## src/rtl/dbio_clkout_pkg.sv

```systemverilog
package dbio_clkout_pkg;
    localparam int DIV_W  = 7;
    localparam int EN_BIT = DIV_W;

    typedef struct packed {
        logic             en;
        logic [DIV_W-1:0] div;
    } clkcfg_t;

    typedef enum logic [1:0] {
        ST_OFF  = 2'd0,
        ST_LOW  = 2'd1,
        ST_HIGH = 2'd2
    } divst_t;
endpackage

```

## src/rtl/dbio_cfg_reg.sv

```systemverilog
module dbio_cfg_reg
    import dbio_clkout_pkg::*;
#(
    parameter int REG_W = 32
) (
    input  logic             clk,
    input  logic             rst_n,
    input  logic             wr_en,
    input  logic [REG_W-1:0] wr_data,
    output clkcfg_t          cfg,
    output logic [REG_W-1:0] rdata
);
    localparam int RSVD_W = REG_W - DIV_W - 1;

    logic rsvd_unused;
    assign rsvd_unused = |wr_data[REG_W-1:EN_BIT+1];

    always_ff @(posedge clk or negedge rst_n) begin
        if (!rst_n) begin
            cfg <= '0;
        end else if (wr_en) begin
            cfg.en  <= wr_data[EN_BIT];
            cfg.div <= wr_data[DIV_W-1:0];
        end
    end

    assign rdata = {{RSVD_W{1'b0}}, cfg.en, cfg.div};

    AST_CFG_HOLD: assert property (@(posedge clk) disable iff (!rst_n)
        !wr_en |=> $stable(rdata));

    AST_CFG_CAPTURE: assert property (@(posedge clk) disable iff (!rst_n)
        wr_en |=> rdata[EN_BIT:0] == $past(wr_data[EN_BIT:0]));
endmodule

```

## src/rtl/dbio_clk_div.sv

```systemverilog
module dbio_clk_div
    import dbio_clkout_pkg::*;
(
    input  logic    clk,
    input  logic    rst_n,
    input  clkcfg_t cfg,
    output logic    clk_div
);
    divst_t           state, state_nx;
    logic [DIV_W-1:0] cnt, cnt_nx;
    logic [DIV_W-1:0] act_div, act_div_nx;
    logic             run;
    logic             term;

    assign run  = cfg.en && (cfg.div != '0);
    assign term = (cnt == act_div - 1'b1);

    always_comb begin
        state_nx   = state;
        cnt_nx     = cnt;
        act_div_nx = act_div;
        unique case (state)
            ST_OFF: begin
                if (run) begin
                    state_nx   = ST_LOW;
                    cnt_nx     = '0;
                    act_div_nx = cfg.div;
                end
            end
            ST_LOW, ST_HIGH: begin
                if (!run) begin
                    state_nx = ST_OFF;
                    cnt_nx   = '0;
                end else if (term) begin
                    state_nx   = (state == ST_LOW) ? ST_HIGH : ST_LOW;
                    cnt_nx     = '0;
                    act_div_nx = cfg.div;
                end else begin
                    cnt_nx = cnt + 1'b1;
                end
            end
            default: begin
                state_nx = ST_OFF;
                cnt_nx   = '0;
            end
        endcase
    end

    always_ff @(posedge clk or negedge rst_n) begin
        if (!rst_n) begin
            state   <= ST_OFF;
            cnt     <= '0;
            act_div <= '0;
        end else begin
            state   <= state_nx;
            cnt     <= cnt_nx;
            act_div <= act_div_nx;
        end
    end

    always_comb begin
        clk_div = (state == ST_HIGH);
    end

    AST_STOP_LOW: assert property (@(posedge clk) disable iff (!rst_n)
        !run |=> !clk_div);

    AST_EDGE_AT_TERM: assert property (@(posedge clk) disable iff (!rst_n)
        (clk_div != $past(clk_div)) && $past(run) |-> $past(cnt) == $past(act_div) - 1'b1);

    AST_CNT_BOUND: assert property (@(posedge clk) disable iff (!rst_n)
        (state != ST_OFF) |-> (cnt < act_div));
endmodule

```

## src/rtl/dbio_clkout.sv

```systemverilog
module dbio_clkout
    import dbio_clkout_pkg::*;
#(
    parameter int REG_W = 32
) (
    input  logic             clk,
    input  logic             rst_n,
    input  logic             wr_en,
    input  logic [REG_W-1:0] wr_data,
    input  logic             gpio_out,
    output logic [REG_W-1:0] cfg_rdata,
    output logic             pin0_out
);
    clkcfg_t cfg;
    logic    clk_div;

    dbio_cfg_reg #(.REG_W(REG_W)) u_cfg (
        .clk     (clk),
        .rst_n   (rst_n),
        .wr_en   (wr_en),
        .wr_data (wr_data),
        .cfg     (cfg),
        .rdata   (cfg_rdata)
    );

    dbio_clk_div u_div (
        .clk     (clk),
        .rst_n   (rst_n),
        .cfg     (cfg),
        .clk_div (clk_div)
    );

    always_ff @(posedge clk or negedge rst_n) begin
        if (!rst_n) pin0_out <= 1'b0;
        else        pin0_out <= cfg.en ? clk_div : gpio_out;
    end

    AST_GPIO_PASS: assert property (@(posedge clk) disable iff (!rst_n)
        !cfg.en |=> pin0_out == $past(gpio_out));

    AST_RSVD_ZERO: assert property (@(posedge clk) disable iff (!rst_n)
        wr_en |=> cfg_rdata[REG_W-1:EN_BIT+1] == '0);
endmodule

```

## config.mk

```make
export PLATFORM = sky130hd
export DESIGN_NAME = dbio_clkout
export DESIGN_NICKNAME = d
export VERILOG_FILES = /design/src/rtl/dbio_clkout_pkg.sv /design/src/rtl/dbio_cfg_reg.sv /design/src/rtl/dbio_clk_div.sv /design/src/rtl/dbio_clkout.sv
export SDC_FILE = /design/constraint.sdc
export NUM_CORES = 1
export LEC_CHECK = 0
export BUFFER_PORTS_ARGS = -buffer_cell sky130_fd_sc_hd__buf_2
export CAP_MARGIN = 20
export CORE_UTILIZATION = 50
export CTS_CLUSTER_DIAMETER = 50
export DETAILED_ROUTE_END_ITERATION = 12
export PLACE_DENSITY_LB_ADDON = 0.15
export SETUP_SLACK_MARGIN = 0.5
export SYNTH_ARGS = -nofsm -noshare
export SYNTH_HDL_FRONTEND = slang
export SYNTH_SLANG_ARGS = --single-unit
```

## constraint.sdc

```tcl
create_clock -name clk -period 2.5 [get_ports clk]
set_clock_uncertainty 0.15 [all_clocks]
set_input_delay 0.625 -clock clk [delete_from_list [all_inputs] [get_ports clk]]
set_output_delay 0.625 -clock clk [all_outputs]
set_load 0.005 [all_outputs]
```

======== After elaboration in Yosys (flattened, before gate mapping) ========
Index checks and enable logic that the tools add are counted.
operators by class
  add/subtract/negate cells ............... 2
  equal/unequal tests ..................... 7
  multiplexer cells ....................... 14
  reductions and logical operators ........ 7
operators with widths
  cell                   count
  $mux W7                6
  $pmux W7 S2            2
  $mux W2                4
  $add A7 B1 Y7 const B  1
  $eq A7 B7 Y1           1
  $reduce_bool A7 Y1     1
  $sub A7 B1 Y7 const B  1
  $ne A2 B1 Y1 const B   3
  $pmux W2 S2            1
  $reduce_and A4 Y1      1
  $ne A3 B3 Y1 const B   1
  $eq A2 B1 Y1 const B   1
  $eq A2 B2 Y1 const B   1
  $logic_not A2 Y1       1
  $reduce_and A2 Y1      1
  $reduce_bool A2 Y1     1
  $reduce_or A2 Y1       1
  $logic_and A1 B1 Y1    1
  $mux W1                1
storage, ports and cells
  bits in registers ....................... 25
  output and inout bits ................... 33

======== Longest topological paths before layout ========
Gate-level depths: netlist of the first run.
  depth in word-level cells ............... 5
  gate-level depth with buffers ........... 9
  mapped depth without buffers ............ 7

======== By module ========
A second synthesis of the first run with hierarchy kept.
second synthesis, totals
  cells, all modules ...................... 156
  area, all modules ....................... 1640.3 um2
modules (own cells, without submodules)
  module        instances  cells an instance  area an instance (um2)
  dbio_clk_div  1          104                1024.7
  dbio_cfg_reg  1          50                 575.6
  dbio_clkout   1          2                  40.0

======== Worst setup path after synthesis of the first run ========
No wires, ideal clock.
  kind .................................... register to register
  from .................................... register u_div.act_div[0]
  to ...................................... register u_div.state[1]
  arrival time ............................ 1943 ps
  required time ........................... 2220 ps
  slack ................................... 277 ps
  cell stages (with the launch flop) ...... 10
  path buffers ............................ 2
  path through ............................ dfrtp_1 -> inv_1 -> ha_1 -> xnor2_1 -> a311oi_1 -> nand3_1 -> buf_2 -> buf_2 -> nor4_1 -> o22ai_1
between the ends
  longest elaborated chain between the ends .. 4
ends and longest elaborated chain
  item                         RTL line            RTL
  start: declaration           dbio_clk_div.sv:11  logic [DIV_W-1:0] act_div, act_div_nx;
  start signal: assignment     dbio_clk_div.sv:57  act_div <= act_div_nx;
  $sub A7 B1 Y7                dbio_clk_div.sv:16  assign term = (cnt == act_div - 1'b1);
  $eq A7 B7 Y1                 dbio_clk_div.sv:16
  $ne A3 B3 Y1 (no line)       -
  $reduce_and A2 Y1 (no line)  -
  end signal: assignment       dbio_clk_div.sv:55  state <= state_nx;
  end: declaration             dbio_clk_div.sv:9   divst_t state, state_nx;
No other way between the ends.
A chain may end at the register's enable or synchronous reset.

======== Worst setup path in the final report of the first run ========
  from .................................... register u_div.act_div[1]
  to ...................................... register u_div.cnt[1]
between the ends
  longest elaborated chain between the ends .. 5
ends and longest elaborated chain
  item                    RTL line            RTL
  $sub A7 B1 Y7           dbio_clk_div.sv:16
  $eq A7 B7 Y1            dbio_clk_div.sv:16
  $mux W7                 dbio_clk_div.sv:34  end else if (term) begin
  $mux W7                 dbio_clk_div.sv:31  if (!run) begin
  $pmux W7 S2             dbio_clk_div.sv:22  unique case (state)
  end signal: assignment  dbio_clk_div.sv:56  cnt <= cnt_nx;
  end: declaration        dbio_clk_div.sv:10  logic [DIV_W-1:0] cnt, cnt_nx;
No other way between the ends.

==> flow_summary_export.csv, run 1 <==
group,metric,value,unit
clock_network,postCtsHoldBufs,0,
die,initial_core_util,52.5,%
yosys,yosysUniqueCellTypes,40,
sta,timing.fmax,0.444,GHz
yosys,synth_top_cell_by_area,"dfrtp_1",
yosys,synth-seq-cells,25,
clock_network,cts-root-buf,"clkbuf_8",
critical_path,worst_ep_required_time,2510,ps
clock_network,htree_levels,1,
critical_path,critPathMaxStageDelay,410,ps
routing,via_per_inst,5.96,
die,die_area,0.00409,mm²
die,pin_count,69,
global_route,grt_pass1_wl,8.29,mm
die,rows,22,
sta,hold_viol_final,0,
global_route,gr-total-overflow,0,
routing,drc_errors,0,
yosys,synthFlopType,"dfrtp_1",
global_route,grt_max_degree,26,
critical_path,critPathMaxFanout,12,
power_and_ir_drop,vdd_ir_drop_max,0.000539,V
layout,final.fill_count,300,
yosys,syn_avg_cell_area,8.97,µm²
worst_hold_path,hold_path.class,"in2async",
yosys,synthCells,214,
critical_path,critical_path_class,"reg2reg",
power_and_ir_drop,p_leak,1.07,nW
die,die_h,64.0,µm
placement,dp_cells,283,
routing,wl_per_cell,17.8,µm
layout,final_core_utilization,68.4,%
global_route,first_global_vias,1736,
layout,drive_gt1_share,38.8,%
routing,finalWirelength,5.41,mm
clock_network,clkSlewWorstSetupHoldPaths,90,ps
critical_path,worstSetupEndpointType,"flip-flop",
power_and_ir_drop,total_power,2.13,mW
power_and_ir_drop,power_density,852,mW/mm²
critical_path,crit_start,"u_div.act_div[1]",
layout,finalNonFillerCells,303,
sta,period_share,90.0,%
yosys,synth_edf_count,0,
clock_network,cts_made_buffers,3,
sta,slew_headroom,59.8,%
clock_network,cts.sinks,25,
yosys,yosysWarnings,0,
die,core,0.00366,mm²
sta,hold_ws,202,ps
job,cap_violations,0,
critical_path,slowest_stage,"dfrtp_1",
clock_network,cts_tree,"yes",
layout,diodes,0,
die,die_w,64.0,µm
placement,place_congestion,0.811,
sta,tightest_slew,602,ps
routing,vias,1806,
critical_path,rr_startpoint,"u_div.act_div[1]",
sta,grt_setup_unrepaired,"yes",
yosys,synth_top_area_share,32.6,%
routing,drt_iter0_markers,93,
run_status,status,"finished, final reports clean",
critical_path,crit_chain,"inv_2 -> ha_4 -> xnor2_2 -> a311oi_2 -> nand3_2 -> buf_8 -> or3_1 -> a32o_1",
yosys,seq_area_frac_synth,32.6,%
sta,finalSetupViolations,0,
routing,antenna_left,0,
critical_path,arrival,2260,ps
global_route,antenna_found_initial,0,
yosys,synthTopCellsByArea,"dfrtp_1, buf_4, mux2_2",
yosys,synth_area,0.00192,mm²
sta,period_needed,2250,ps
clock_network,cts_buffer_depth,2,
layout,finalNetCount,298,
yosys,synthArstFlopShare,100,%
global_route,track_usage,25.9,%
routing,dr.pass1.iters,4,
sta,finalMaxSlewViolations,0,
clock_network,clkLatencyLatePin,270,ps
critical_path,start_kind,"flip-flop",
placement,post-dp-hpwl,3.12,mm
placement,port_buffers,20,
layout,area_growth,30.4,%
## synth_stat cells (6+ instances only)
cell,instances
and2_1,8
buf_2,6
buf_4,24
dfrtp_1,25
ha_1,6
inv_1,7
mux2_2,9
nand2_1,14
nand3_1,12
nor2_1,7
o211ai_1,8
o21ai_0,7
or4_1,9
## timing repair
action,4_1_cts,5_1_grt
gates cloned,2,1
setup endpoints to repair,16,16
pin swaps,6,8
setup buffers,6,7
resized for setup,37,17
## path summary, 6_finish.rpt
kind | depth (start not counted) | slack (ps) | end
max reg2reg | 8 | 250 | u_div.cnt[1]
min in group clk | 2 | 430 | pin0_out
max | 8 | 250 | u_div.cnt[1]
min | 1 | 200 | u_div.state[0]
max in group asynchronous | 1 | 1570 | u_div.act_div[2]
min reg2reg | 2 | 440 | u_div.cnt[6]
## power by group
part           internal, mW  switching, mW  total [mW]
Clock                 0.114          0.133       0.247
Combinational         0.624          0.673        1.30
Sequential            0.484          0.105       0.589
## metrics by stage
stage                     setup WS (ps)  setup TNS, ps  instance area [µm²]
final                               249              0                 2500
after CTS                           299              0                 2350
after global routing                180              0                 2500
after global placement             17.6              0                 2040
after floorplan                     392              0                 2040
after detailed placement           -103           -358                 2040
## critical path: cells and delay by family (launching register included)
family	cells	cell delay, ps
buf+inv	2	280
compound gates	2	470
flops	1	410
simple gates	2	490
xor+xnor	1	140
fa+ha+maj	1	210
## routing by layer
metal	vias to the layer above	share of wire [%]	wire length, µm	track usage (%)
met5	-	0	0	0
met4	0	1.8	99	9.66
met3	12	4.4	237	2.68
met2	80	53	2860	44.8
met1	901	41	2210	33.3
li1	813	-	-	-
## layout make-up
type | instances | area (µm²) | area share [%]
multi-input cells | 168 | 1320 | 52.8
well taps | 48 | 60.1 | 2.40
flip-flops and latches | 25 | 627 | 25.0
repair buffers | 51 | 424 | 16.9
clock buffers | 4 | 45.0 | 1.80
inverters | 7 | 26.3 | 1.05
## flip-flops by register name, summed over array words and instances (netlist names)
name / cells
u_div.state: 2
u_cfg.cfg: 8
u_div.act_div: 7
u_div.cnt: 7
pin0_out: 1
## cell usage in the layout (no fill, tap or decap), types with 4 or more instances in the layout
master,Yosys,routed
conb_1,1,24
dfrtp_1,25,24
buf_4,24,21
buf_2,6,20
nand2_1,14,14
mux2_2,9,9
nand3_1,12,8
or4_1,9,8
o211ai_1,8,8
and2_1,8,7
nor2_1,7,6
o21ai_0,7,6
inv_1,7,5
nand3b_1,5,5
a221oi_2,0,5
buf_6,3,5
xor2_1,4,4
nand3_2,0,4
nor3b_1,4,4
ha_1,6,4
## cells by family after synthesis
kind of cell             share of synthesized area, %
AND/OR/NAND/NOR                                  22.6
multiplexers                                     6.84
buffers and inverters                            14.9
AO/OA/AOI/OAI                                    14.9
XOR/XNOR                                         4.10
adder cells (fa/ha/maj)                          3.91
other                                           0.195
flip-flops                                       32.6
No activity file was read; power rests on OpenSTA's default activity.
==> run 2: changes to the inputs <==
==> constraint.sdc (replaced) <==
create_clock -name clk -period 2.5 [get_ports clk]
set_clock_uncertainty 0.15 [all_clocks]
set_input_delay 0.125 -clock clk [delete_from_list [all_inputs] [get_ports clk]]
set_output_delay 0.125 -clock clk [all_outputs]
set_load 0.005 [all_outputs]
==> flow_summary_export.csv, run 2 (synthesized netlist as in run 1, its figures left out) <==
group,metric,value,unit
sta,tightest_slew,590,ps
sta,period_share,90.0,%
run_status,status,"finished, final reports clean",
die,core,0.00366,mm²
global_route,grt_max_degree,26,
placement,place_area,0.00204,mm²
global_route,antenna_found_initial,0,
clock_network,cts_tree,"yes",
global_route,grt_pass1_wl,8.62,mm
worst_hold_path,whs_path_depth,2,
clock_network,clkLatencyLatePin,270,ps
critical_path,worstSetupEndpointType,"flip-flop",
die,initial_core_util,52.5,%
critical_path,worst_r2r_path_depth,8,
placement,dpl_worst_slack,-103,ps
power_and_ir_drop,total_power,2.11,mW
critical_path,worst_ep_required_time,2510,ps
power_and_ir_drop,power_density,817,mW/mm²
clock_network,htree_levels,1,
critical_path,regToRegEndpoint,"u_div.cnt[1]",
die,die_w,64.0,µm
die,rows,22,
placement,place_congestion,0.811,
sta,finalSetupViolations,0,
layout,final_area,0.00259,mm²
global_route,track_usage,27.0,%
global_route,first_global_vias,1763,
clock_network,clkSlewWorstSetupHoldPaths,90,ps
clock_network,cts-root-buf,"clkbuf_8",
power_and_ir_drop,power_frac_comb,60.3,%
critical_path,arrival,2260,ps
placement,post-dp-hpwl,3.12,mm
placement,port_buffers,20,
layout,multi_input_area,0.00132,mm²
worst_hold_path,min_from,"wr_en",
layout,final_cell_mix,"conb_1, dfrtp_1, buf_4, buf_2, nand2_1",
layout,diodes,0,
power_and_ir_drop,p_seq_share,27.9,%
sta,slew_headroom,60.6,%
die,die_h,64.0,µm
routing,wl_per_cell,17.4,µm
sta,fin_setup_tns,0,ps
routing,finalWirelength,5.41,mm
critical_path,critPathMaxFanout,12,
critical_path,crit_path_end,"u_div.cnt[1]",
power_and_ir_drop,sw_frac_of_total,42.3,%
critical_path,rr_startpoint,"u_div.act_div[1]",
sta,grt_setup_unrepaired,"yes",
die,die_area,0.00409,mm²
layout,top_regs,"u_cfg.cfg (8), u_div.act_div (7), u_div.cnt (7)",
layout,largest_reg_flops,8,
routing,dr.pass1.iters,4,
critical_path,crit_start,"u_div.act_div[1]",
clock_network,cts_made_buffers,3,
placement,dp_cells,283,
layout,top_register,"u_cfg.cfg",
worst_hold_path,hold_path.class,"in2reg",
routing,drt_iter0_markers,90,
layout,finalNetCount,307,
critical_path,critical_path_class,"reg2reg",
layout,drive_gt1_share,36.7,%
clock_network,cts_buffer_depth,2,
die,pin_count,69,
sta,period_needed,2250,ps
sta,hold_viol_final,0,
power_and_ir_drop,p_leak,1.10,nW
power_and_ir_drop,intPower,1.22,mW
sta,timing.fmax,0.445,GHz
power_and_ir_drop,clkPwrFrac,11.7,%
layout,final.fill_count,270,
routing,vias,1839,
sta,finalMaxSlewViolations,0,
routing,via_per_inst,5.89,
layout,regArea,627,µm²
layout,area_growth,34.8,%
job,cap_violations,0,
routing,antenna_left,0,
global_route,gr-total-overflow,0,
critical_path,r2r_slack,250,ps
sta,fin_ws,251,ps
routing,drc_errors,0,
power_and_ir_drop,vdd_ir_drop_max,0.000543,V
power_and_ir_drop,switching_power,0.894,mW
layout,finalNonFillerCells,312,
critical_path,start_kind,"flip-flop",
clock_network,cts.sinks,25,
## run 2: changes by cell type in the layout (fill, tap and decap cells not counted), sizes merged
cell,before,now
dlygate4sd3,0,10
buf,50,49
## run 2: final cells by class
class	instances	area share (%)
Clock buffer	4	1.74
Timing Repair Buffer	60	19.8
Sequential cell	25	24.2
Multi-Input combinational cell	168	50.9
Inverter	7	1.01
Tap cell	48	2.32
## run 2: critical path, cell delays in order, from the launching register on
cell and delay, ps:
dfrtp_1 410, buf_4 140, buf_4 140, nor3_2 250
xnor2_1 170, nand3_2 130, buf_8 180, or3_1 340
a32o_1 240
## run 2: repair_timing
action                                  CTS  global route
pin swaps                                 6             7
hold endpoints to repair                 34             0
endpoints found under the setup margin   16            16
gates resized for setup                  37            15
hold buffers                             10             0
cloned                                    2             1
buffers inserted                          6             6
## run 2: worst min-delay path by stage
stage / end / slack (ps)
5_1_grt: u_cfg.cfg[4] / 110
2_1_floorplan: pin0_out / -320
6_report: u_cfg.cfg[1] / 90
4_1_cts: u_cfg.cfg[1] / 100
3_3_place_gp: u_div.state[1] / -1
3_5_place_dp: u_div.state[0] / 6
## run 2: through the flow
step,hold slack [ps],utilization [%]
after global routing,110,70.7
after CTS,102,67.0
after global placement,-1.17,55.7
final,92.4,70.7
after floorplan,-321,-
after detailed placement,6.07,55.7
## run 2: routing by layer
layer,GRT usage (%),up-vias,wire [µm]
met1,34.2,910,2220
met5,0,-,0
met2,48.0,88,2870
met3,2.86,10,242
met4,8.24,0,80
li1,-,831,-
## run 2: power by group through the flow
| stage | sequential (mW) | clock (mW) | combinational, mW |
|---|---|---|---|
| CTS | 0.579 | 0.247 | 1.13 |
| global route | 0.605 | 0.266 | 1.38 |
| global placement | 0.579 | 0 | 0.797 |
| floorplan | 0.565 | 0 | 0.661 |
| finish | 0.591 | 0.248 | 1.28 |
| detailed placement | 0.584 | 0 | 0.839 |
